[src/rtl/xlat_pkg.sv]
package xlat_pkg;
    localparam int unsigned DEF_ENTRIES   = 32;
    localparam int unsigned DEF_VA_W      = 32;
    localparam int unsigned DEF_PA_W      = 32;
    localparam int unsigned DEF_PAGE_BITS = 12;

    typedef enum logic [1:0] {
        LK_IDLE  = 2'd0,
        LK_HIT   = 2'd1,
        LK_MISS  = 2'd2,
        LK_FAULT = 2'd3
    } lk_result_e;
endpackage

[src/rtl/xlat_match.sv]
module xlat_match #(
    parameter int unsigned ENTRIES = 32,
    parameter int unsigned KEY_W   = 20,
    localparam int unsigned IDX_W  = $clog2(ENTRIES)
) (
    input  logic [ENTRIES-1:0]            valid,
    input  logic [ENTRIES-1:0][KEY_W-1:0] keys,
    input  logic [KEY_W-1:0]              probe,
    output logic                          found,
    output logic [IDX_W-1:0]              index
);
    logic [ENTRIES-1:0] eq;

    // One comparator per slot, all evaluated in parallel.
    for (genvar g = 0; g < ENTRIES; g++) begin : g_cmp
        assign eq[g] = valid[g] && (keys[g] == probe);
    end

    always_comb begin
        index = '0;
        for (int i = ENTRIES - 1; i >= 0; i--) begin
            if (eq[i]) index = IDX_W'(i);
        end
    end

    assign found = |eq;
endmodule

[src/rtl/xlat_lru.sv]
module xlat_lru #(
    parameter int unsigned ENTRIES = 32,
    localparam int unsigned IDX_W  = $clog2(ENTRIES)
) (
    input  logic             clk,
    input  logic             rst_n,
    input  logic             touch,
    input  logic [IDX_W-1:0] touch_idx,
    output logic [IDX_W-1:0] oldest_idx
);
    // Each slot holds its age rank: 0 is most recent, ENTRIES-1 is oldest.
    typedef struct packed {
        logic [ENTRIES-1:0][IDX_W-1:0] rank;
    } age_state_t;

    age_state_t s_d, s_q;

    always_comb begin
        s_d = s_q;
        if (touch) begin
            for (int i = 0; i < ENTRIES; i++) begin
                if (IDX_W'(i) == touch_idx) begin
                    s_d.rank[i] = '0;
                end else if (s_q.rank[i] < s_q.rank[touch_idx]) begin
                    s_d.rank[i] = s_q.rank[i] + 1'b1;
                end
            end
        end
    end

    always_comb begin
        oldest_idx = '0;
        for (int i = 0; i < ENTRIES; i++) begin
            if (s_q.rank[i] == IDX_W'(ENTRIES - 1)) oldest_idx = IDX_W'(i);
        end
    end

    always_ff @(posedge clk or negedge rst_n) begin
        if (!rst_n) begin
            for (int i = 0; i < ENTRIES; i++) s_q.rank[i] <= IDX_W'(i);
        end else begin
            s_q <= s_d;
        end
    end
endmodule

[src/rtl/xlat_victim.sv]
module xlat_victim #(
    parameter int unsigned ENTRIES = 32,
    localparam int unsigned IDX_W  = $clog2(ENTRIES)
) (
    input  logic [ENTRIES-1:0] valid,
    input  logic [IDX_W-1:0]   oldest_idx,
    output logic [IDX_W-1:0]   victim_idx
);
    logic [IDX_W-1:0] free_idx;
    logic             any_free;

    always_comb begin
        free_idx = '0;
        for (int i = ENTRIES - 1; i >= 0; i--) begin
            if (!valid[i]) free_idx = IDX_W'(i);
        end
    end

    assign any_free   = ~&valid;
    assign victim_idx = any_free ? free_idx : oldest_idx;
endmodule

[src/rtl/xlat_tlb.sv]
module xlat_tlb
    import xlat_pkg::*;
#(
    parameter int unsigned ENTRIES   = DEF_ENTRIES,
    parameter int unsigned VA_W      = DEF_VA_W,
    parameter int unsigned PA_W      = DEF_PA_W,
    parameter int unsigned PAGE_BITS = DEF_PAGE_BITS,
    localparam int unsigned VPN_W    = VA_W - PAGE_BITS,
    localparam int unsigned PPN_W    = PA_W - PAGE_BITS
) (
    input  logic             clk,
    input  logic             rst_n,
    input  logic             flush,
    input  logic             lk_valid,
    input  logic             lk_write,
    input  logic [VA_W-1:0]  lk_va,
    output logic             lk_hit,
    output logic             lk_miss,
    output logic             lk_fault,
    output logic [PA_W-1:0]  lk_pa,
    output logic             lk_dirty,
    output logic             walk_req,
    output logic [VPN_W-1:0] walk_vpn,
    input  logic             fill_valid,
    input  logic [VPN_W-1:0] fill_vpn,
    input  logic [PPN_W-1:0] fill_ppn,
    input  logic             fill_rd_ok,
    input  logic             fill_wr_ok
);
    localparam int unsigned IDX_W = $clog2(ENTRIES);

    typedef struct packed {
        logic [ENTRIES-1:0]            valid;
        logic [ENTRIES-1:0]            rd_ok;
        logic [ENTRIES-1:0]            wr_ok;
        logic [ENTRIES-1:0]            dirty;
        logic [ENTRIES-1:0][VPN_W-1:0] vpn;
        logic [ENTRIES-1:0][PPN_W-1:0] ppn;
        logic                          walk_pend;
        logic [VPN_W-1:0]              walk_vpn;
    } tlb_state_t;

    tlb_state_t s_d, s_q;

    logic [VPN_W-1:0] lk_vpn;
    logic             lk_found;
    logic [IDX_W-1:0] lk_idx;
    logic             fill_found;
    logic [IDX_W-1:0] fill_idx;
    logic [IDX_W-1:0] oldest_idx;
    logic [IDX_W-1:0] victim_idx;
    logic [IDX_W-1:0] fill_tgt;
    logic             permitted;
    lk_result_e       result;
    logic             touch;
    logic [IDX_W-1:0] touch_idx;

    assign lk_vpn = lk_va[VA_W-1:PAGE_BITS];

    // Lookup search across all slots.
    xlat_match #(.ENTRIES(ENTRIES), .KEY_W(VPN_W)) u_lk_match (
        .valid (s_q.valid),
        .keys  (s_q.vpn),
        .probe (lk_vpn),
        .found (lk_found),
        .index (lk_idx)
    );

    // Fill search, so a page already present is rewritten in place.
    xlat_match #(.ENTRIES(ENTRIES), .KEY_W(VPN_W)) u_fill_match (
        .valid (s_q.valid),
        .keys  (s_q.vpn),
        .probe (fill_vpn),
        .found (fill_found),
        .index (fill_idx)
    );

    xlat_lru #(.ENTRIES(ENTRIES)) u_lru (
        .clk        (clk),
        .rst_n      (rst_n),
        .touch      (touch),
        .touch_idx  (touch_idx),
        .oldest_idx (oldest_idx)
    );

    xlat_victim #(.ENTRIES(ENTRIES)) u_victim (
        .valid      (s_q.valid),
        .oldest_idx (oldest_idx),
        .victim_idx (victim_idx)
    );

    assign fill_tgt  = fill_found ? fill_idx : victim_idx;
    assign permitted = lk_write ? s_q.wr_ok[lk_idx] : s_q.rd_ok[lk_idx];

    always_comb begin
        if (!lk_valid)      result = LK_IDLE;
        else if (!lk_found) result = LK_MISS;
        else if (permitted) result = LK_HIT;
        else                result = LK_FAULT;
    end

    assign lk_hit   = (result == LK_HIT);
    assign lk_miss  = (result == LK_MISS);
    assign lk_fault = (result == LK_FAULT);
    assign lk_pa    = lk_hit ? {s_q.ppn[lk_idx], lk_va[PAGE_BITS-1:0]} : '0;
    assign lk_dirty = lk_hit & s_q.dirty[lk_idx];
    assign walk_req = s_q.walk_pend;
    assign walk_vpn = s_q.walk_vpn;

    // Next state. Precedence: flush, then fill, then lookup side effects.
    always_comb begin
        s_d       = s_q;
        touch     = 1'b0;
        touch_idx = '0;
        if (flush) begin
            s_d.valid     = '0;
            s_d.walk_pend = 1'b0;
        end else if (fill_valid) begin
            s_d.valid[fill_tgt] = 1'b1;
            s_d.rd_ok[fill_tgt] = fill_rd_ok;
            s_d.wr_ok[fill_tgt] = fill_wr_ok;
            s_d.dirty[fill_tgt] = 1'b0;
            s_d.vpn[fill_tgt]   = fill_vpn;
            s_d.ppn[fill_tgt]   = fill_ppn;
            s_d.walk_pend       = 1'b0;
            touch               = 1'b1;
            touch_idx           = fill_tgt;
        end else begin
            if (result == LK_HIT) begin
                touch     = 1'b1;
                touch_idx = lk_idx;
                if (lk_write) s_d.dirty[lk_idx] = 1'b1;
            end
            if (result == LK_MISS && !s_q.walk_pend) begin
                s_d.walk_pend = 1'b1;
                s_d.walk_vpn  = lk_vpn;
            end
        end
    end

    always_ff @(posedge clk or negedge rst_n) begin
        if (!rst_n) s_q <= '0;
        else        s_q <= s_d;
    end
endmodule

[config.mk]
export PLATFORM = sky130hd
export DESIGN_NAME = xlat_tlb
export DESIGN_NICKNAME = d
export VERILOG_FILES = /design/src/rtl/xlat_pkg.sv /design/src/rtl/xlat_match.sv /design/src/rtl/xlat_lru.sv /design/src/rtl/xlat_victim.sv /design/src/rtl/xlat_tlb.sv
export SDC_FILE = /design/constraint.sdc
export NUM_CORES = 2
export LEC_CHECK = 0
export BUFFER_PORTS_ARGS = -buffer_cell sky130_fd_sc_hd__buf_2
export CORE_MARGIN = 2
export CORE_UTILIZATION = 64
export DETAILED_ROUTE_END_ITERATION = 7
export GPL_TIMING_DRIVEN = 0
export PLACE_DENSITY_LB_ADDON = 0.12
export SYNTH_ARGS = -nofsm -noshare
export SYNTH_HDL_FRONTEND = slang
export SYNTH_HIERARCHICAL = 1
export SYNTH_SLANG_ARGS = --single-unit
[constraint.sdc]
create_clock -name clk -period 11.95 [get_ports clk]
set_input_delay 2.9875 -clock clk [delete_from_list [all_inputs] [get_ports clk]]
set_output_delay 2.9875 -clock clk [all_outputs]
set_load 0.01 [all_outputs]
==> run_results.csv <==
group,metric,value,unit
status,outcome,"finished with violations",
status,violations,"setup timing",
die,core_region_area,140000,um2
setup_path,worst-endpoint-arrival,9.23,ns
sta,whs,0.499,ns
drt,finalWirelength,356000,um
place,postPlaceCellArea,93800,um2
drt,remaining_antenna_violation_count_after_routing,0,
synthesis,synth-edff-count,0,
finish,most-common-layout-cells,"1,509 x dfrtp_1, 1,418 x mux2_2, 1,021 x xnor2_1",
sta,finalSetupViolations,21,
sta,setup_total_negative_slack,-3.09,ns
drt,routed_wire_length_per_instance,36.8,um
hold_path,holdPathEnd,"s_q[1321]",
place,place.gp.congestion,1.03,
setup_path,path_max_fanout,10,
sta,measured_slew_at_the_worst_slew_check_pin,1.46,ns
synthesis,synth.net_count,7576,
flow_run,count_of_maximum_capacitance_violations,0,
setup_path,endpoint_kind,"output port",
finish,final_cell_area,100000,um2
drt,detailedRoute.firstPassIterationCount,8,
place,detailedPlacementHpwl,244000,um
cts,cts_htree_levels,4,
setup_path,r2r_end,"u_lru/s_q[4]",
drt,detail_route.vias_per_cell,7.10,
die,ports_placed_on_the_boundary,137,
hold_path,min-delay-path-class,"reg2reg",
hold_path,hold_path_depth,2,
sta,max-slew-margin-rel,2.46,%
setup_path,worst_ep_required_time,8.96,ns
sta,achievable-frequency,81.9,MHz
global_routing,grt_start_max_net_pins,178,
cts,clkSlewWorstSetupHoldPaths,0.06,ns
synthesis,ys_ff_latch,1589,
finish,flow.area_growth_from_synthesis,11.1,%
finish,share_of_layout_cells_above_drive_strength_1,34.2,%
die,effective_utilization_at_floorplan,64.6,%
die,dieHeight,379,um
synthesis,yosys.cell_types.count,91,
synthesis,synth_area,90200,um2
setup_path,worstReg2RegStart,"s_q[1263]",
synthesis,average_cell_area_after_synthesis,12.4,um2
die,design.die.area,144000,um2
die,die_x,379,um
drt,drt-initial-drc-count,9372,
finish,final_net_count,7918,
hold_path,holdCritStartpoint,"s_q[1321]",
power_and_ir_drop,irDropWorstVdd,0.118,mV
drt,drcViolationCount,0,
setup_path,r2r_cell_count,31,
cts,cts.sink_count,1589,
synthesis,synthCells,7305,
cts,clock_latency,0.86,ns
global_routing,grt_total_usage,49.5,%
synthesis,synth-main-ff-cell,"dfrtp_1",
sta,fin_crit_sh,102,%
cts,root_buffer_selected_by_cts,"clkbuf_16",
place,portBuffers,136,
sta,fin_skew,0.0645,ns
finish,mostFrequentLayoutCell,"dfrtp_1",
drt,vias,68800,
sta,timing.final.hold_violations,0,
cts,clock_tree_from_tritoncts,"done",
synthesis,yosysSeqAreaShare,44.2,%
global_routing,vias_in_the_first_global_route,67100,
place,worst_setup_slack_before_clock_tree_synthesis,-1.99,ns
synthesis,synth.yosys.warnings,6,
synthesis,postSynth.asyncResetShare,100,%
cts,cts_inserted_buffers,170,
power_and_ir_drop,power.leakage,45.6,nW
setup_path,worstSetupPathType,"in2out",
cts,max_clock_buf_depth,3,
global_routing,global_route.overflow_total,0,
sta,final_critical_path_setup_slack,-0.264,ns
sta,rsz0062_at_grt,"true",
setup_path,cp-start-kind,"input pin",
global_routing,antenna_found_initial,29,
die,fp-row-count,137,
setup_path,r2r_setup_slk,2.42,ns
sta,final_max_slew_viol_count,0,
sta,period_minus_ws_final,12.21,ns
global_routing,grt_first_pass_wirelength,496000,um
power_and_ir_drop,power_per_cell_area,132,nW/um2
## layout make-up
type	instances	area, um2
multi-input combinational	5075	47000
sequential	1589	39900
buffer	556	3480
fill	9751	39400
clock buffer	248	4990
tap	1876	2350
inverter	80	300
timing repair buffer	175	1330
clock inverter	63	960
antenna	16	40.0
## cell families (layout without fill, tap and decap cells)
family | after synthesis | count (layout) | share of synthesized area [%]
AOI/OAI and AO/OA | 659 | 659 | 4.89
xor gates and xnor gates | 1323 | 1323 | 12.9
adders and majority gates | 191 | 191 | 2.65
buffers and inverters | 641 | 1122 | 4.03
DFF | 1589 | 1589 | 44.2
muxes | 1677 | 1677 | 23.6
other | 0 | 16 | 0
and+or+nand+nor | 1225 | 1225 | 7.76
## per-stage QoR
stage / utilization (%) / std cells / power, mW
3_5_place_dp: 67.1 / 9336 / 7.61
6_report: 71.8 / 9678 / 13.3
5_1_grt: 71.7 / 9665 / 13.6
2_1_floorplan: - / 7305 / 6.93
3_3_place_gp: 66.8 / 9317 / 7.54
4_1_cts: 71.6 / 9662 / 13.2
## worst max-delay path by stage
stage / start / slack [ns] / end / cells after the start
2_1_floorplan: lk_va[12] / 0.67 / u_lru/s_q[55] / 33
3_3_place_gp: rst_n / -27.17 / s_q[234] / 1
3_5_place_dp: lk_va[31] / -1.99 / u_lru/s_q[55] / 35
4_1_cts: lk_va[25] / 0.01 / lk_dirty / 21
5_1_grt: lk_va[26] / -0.006 / lk_pa[20] / 24
6_report: lk_va[25] / -0.26 / lk_pa[31] / 17
## cells in the mapped netlist, drive strengths merged, types with 76 or more instances
| cell | number | area [um2] |
|---|---|---|
| dfrtp | 1509 | 37800 |
| mux2 | 1420 | 16000 |
| xnor2 | 1027 | 9040 |
| buf | 361 | 2580 |
| xor2 | 296 | 2590 |
| nand4 | 290 | 1850 |
| nor2 | 256 | 1010 |
| mux4 | 218 | 4910 |
| clkbuf | 200 | 751 |
| ha | 191 | 2390 |
| nand3 | 148 | 741 |
| nor4 | 143 | 977 |
| a21oi | 139 | 696 |
| nand2 | 109 | 409 |
| o21ai | 105 | 533 |
| a21o | 100 | 751 |
| o22ai | 88 | 551 |
| dfstp | 80 | 2100 |
| inv | 76 | 285 |
## repair_timing
| item | CTS | global route |
|---|---|---|
| hold buffers | 0 | 0 |
| setup buffers | 16 | 4 |
| gates resized for setup | 73 | 38 |
| pin swaps | 5 | 5 |
| setup endpoints to repair | 195 | 193 |
## report_power, final
part | switching, mW | leakage [nW] | total (mW) | internal [mW]
Clock | 2.41 | 2.92 | 5.64 | 3.23
Sequential | 0.242 | 21.6 | 5.87 | 5.63
Combinational | 1.05 | 21.1 | 1.75 | 0.700
Total | 3.70 | 45.6 | 13.3 | 9.55
## routing by layer
layer / global-route usage, % / vias up / routed length (um)
met4: 31.2 / 28 / 27500
met2: 67.9 / 5115 / 145000
met3: 21.8 / 1459 / 53700
met1: 63.7 / 35200 / 130000
li1: - / 27000 / -
met5: 0.515 / - / 289
## critical path, stage by stage
cell      delay, ns
buf_2          0.14
buf_2          0.26
buf_6          0.32
buf_6          0.34
xor2_1         0.20
nor4_1         0.08
nand4_1        0.22
and2_1         0.33
nand2_1        0.14
nor4_1         0.96
nor2b_2        0.25
buf_2          0.35
nand3_2        0.28
clkbuf_1       1.09
o22ai_1        0.29
nor4b_4        0.66
buf_2          0.25
## sequential cells by signal, summed over array words and instances (netlist names)
signal     count
s_q         1408
walk_vpn      20
walk_req       1
u_lru/s_q    160
No activity file was read; power rests on OpenSTA's default activity.
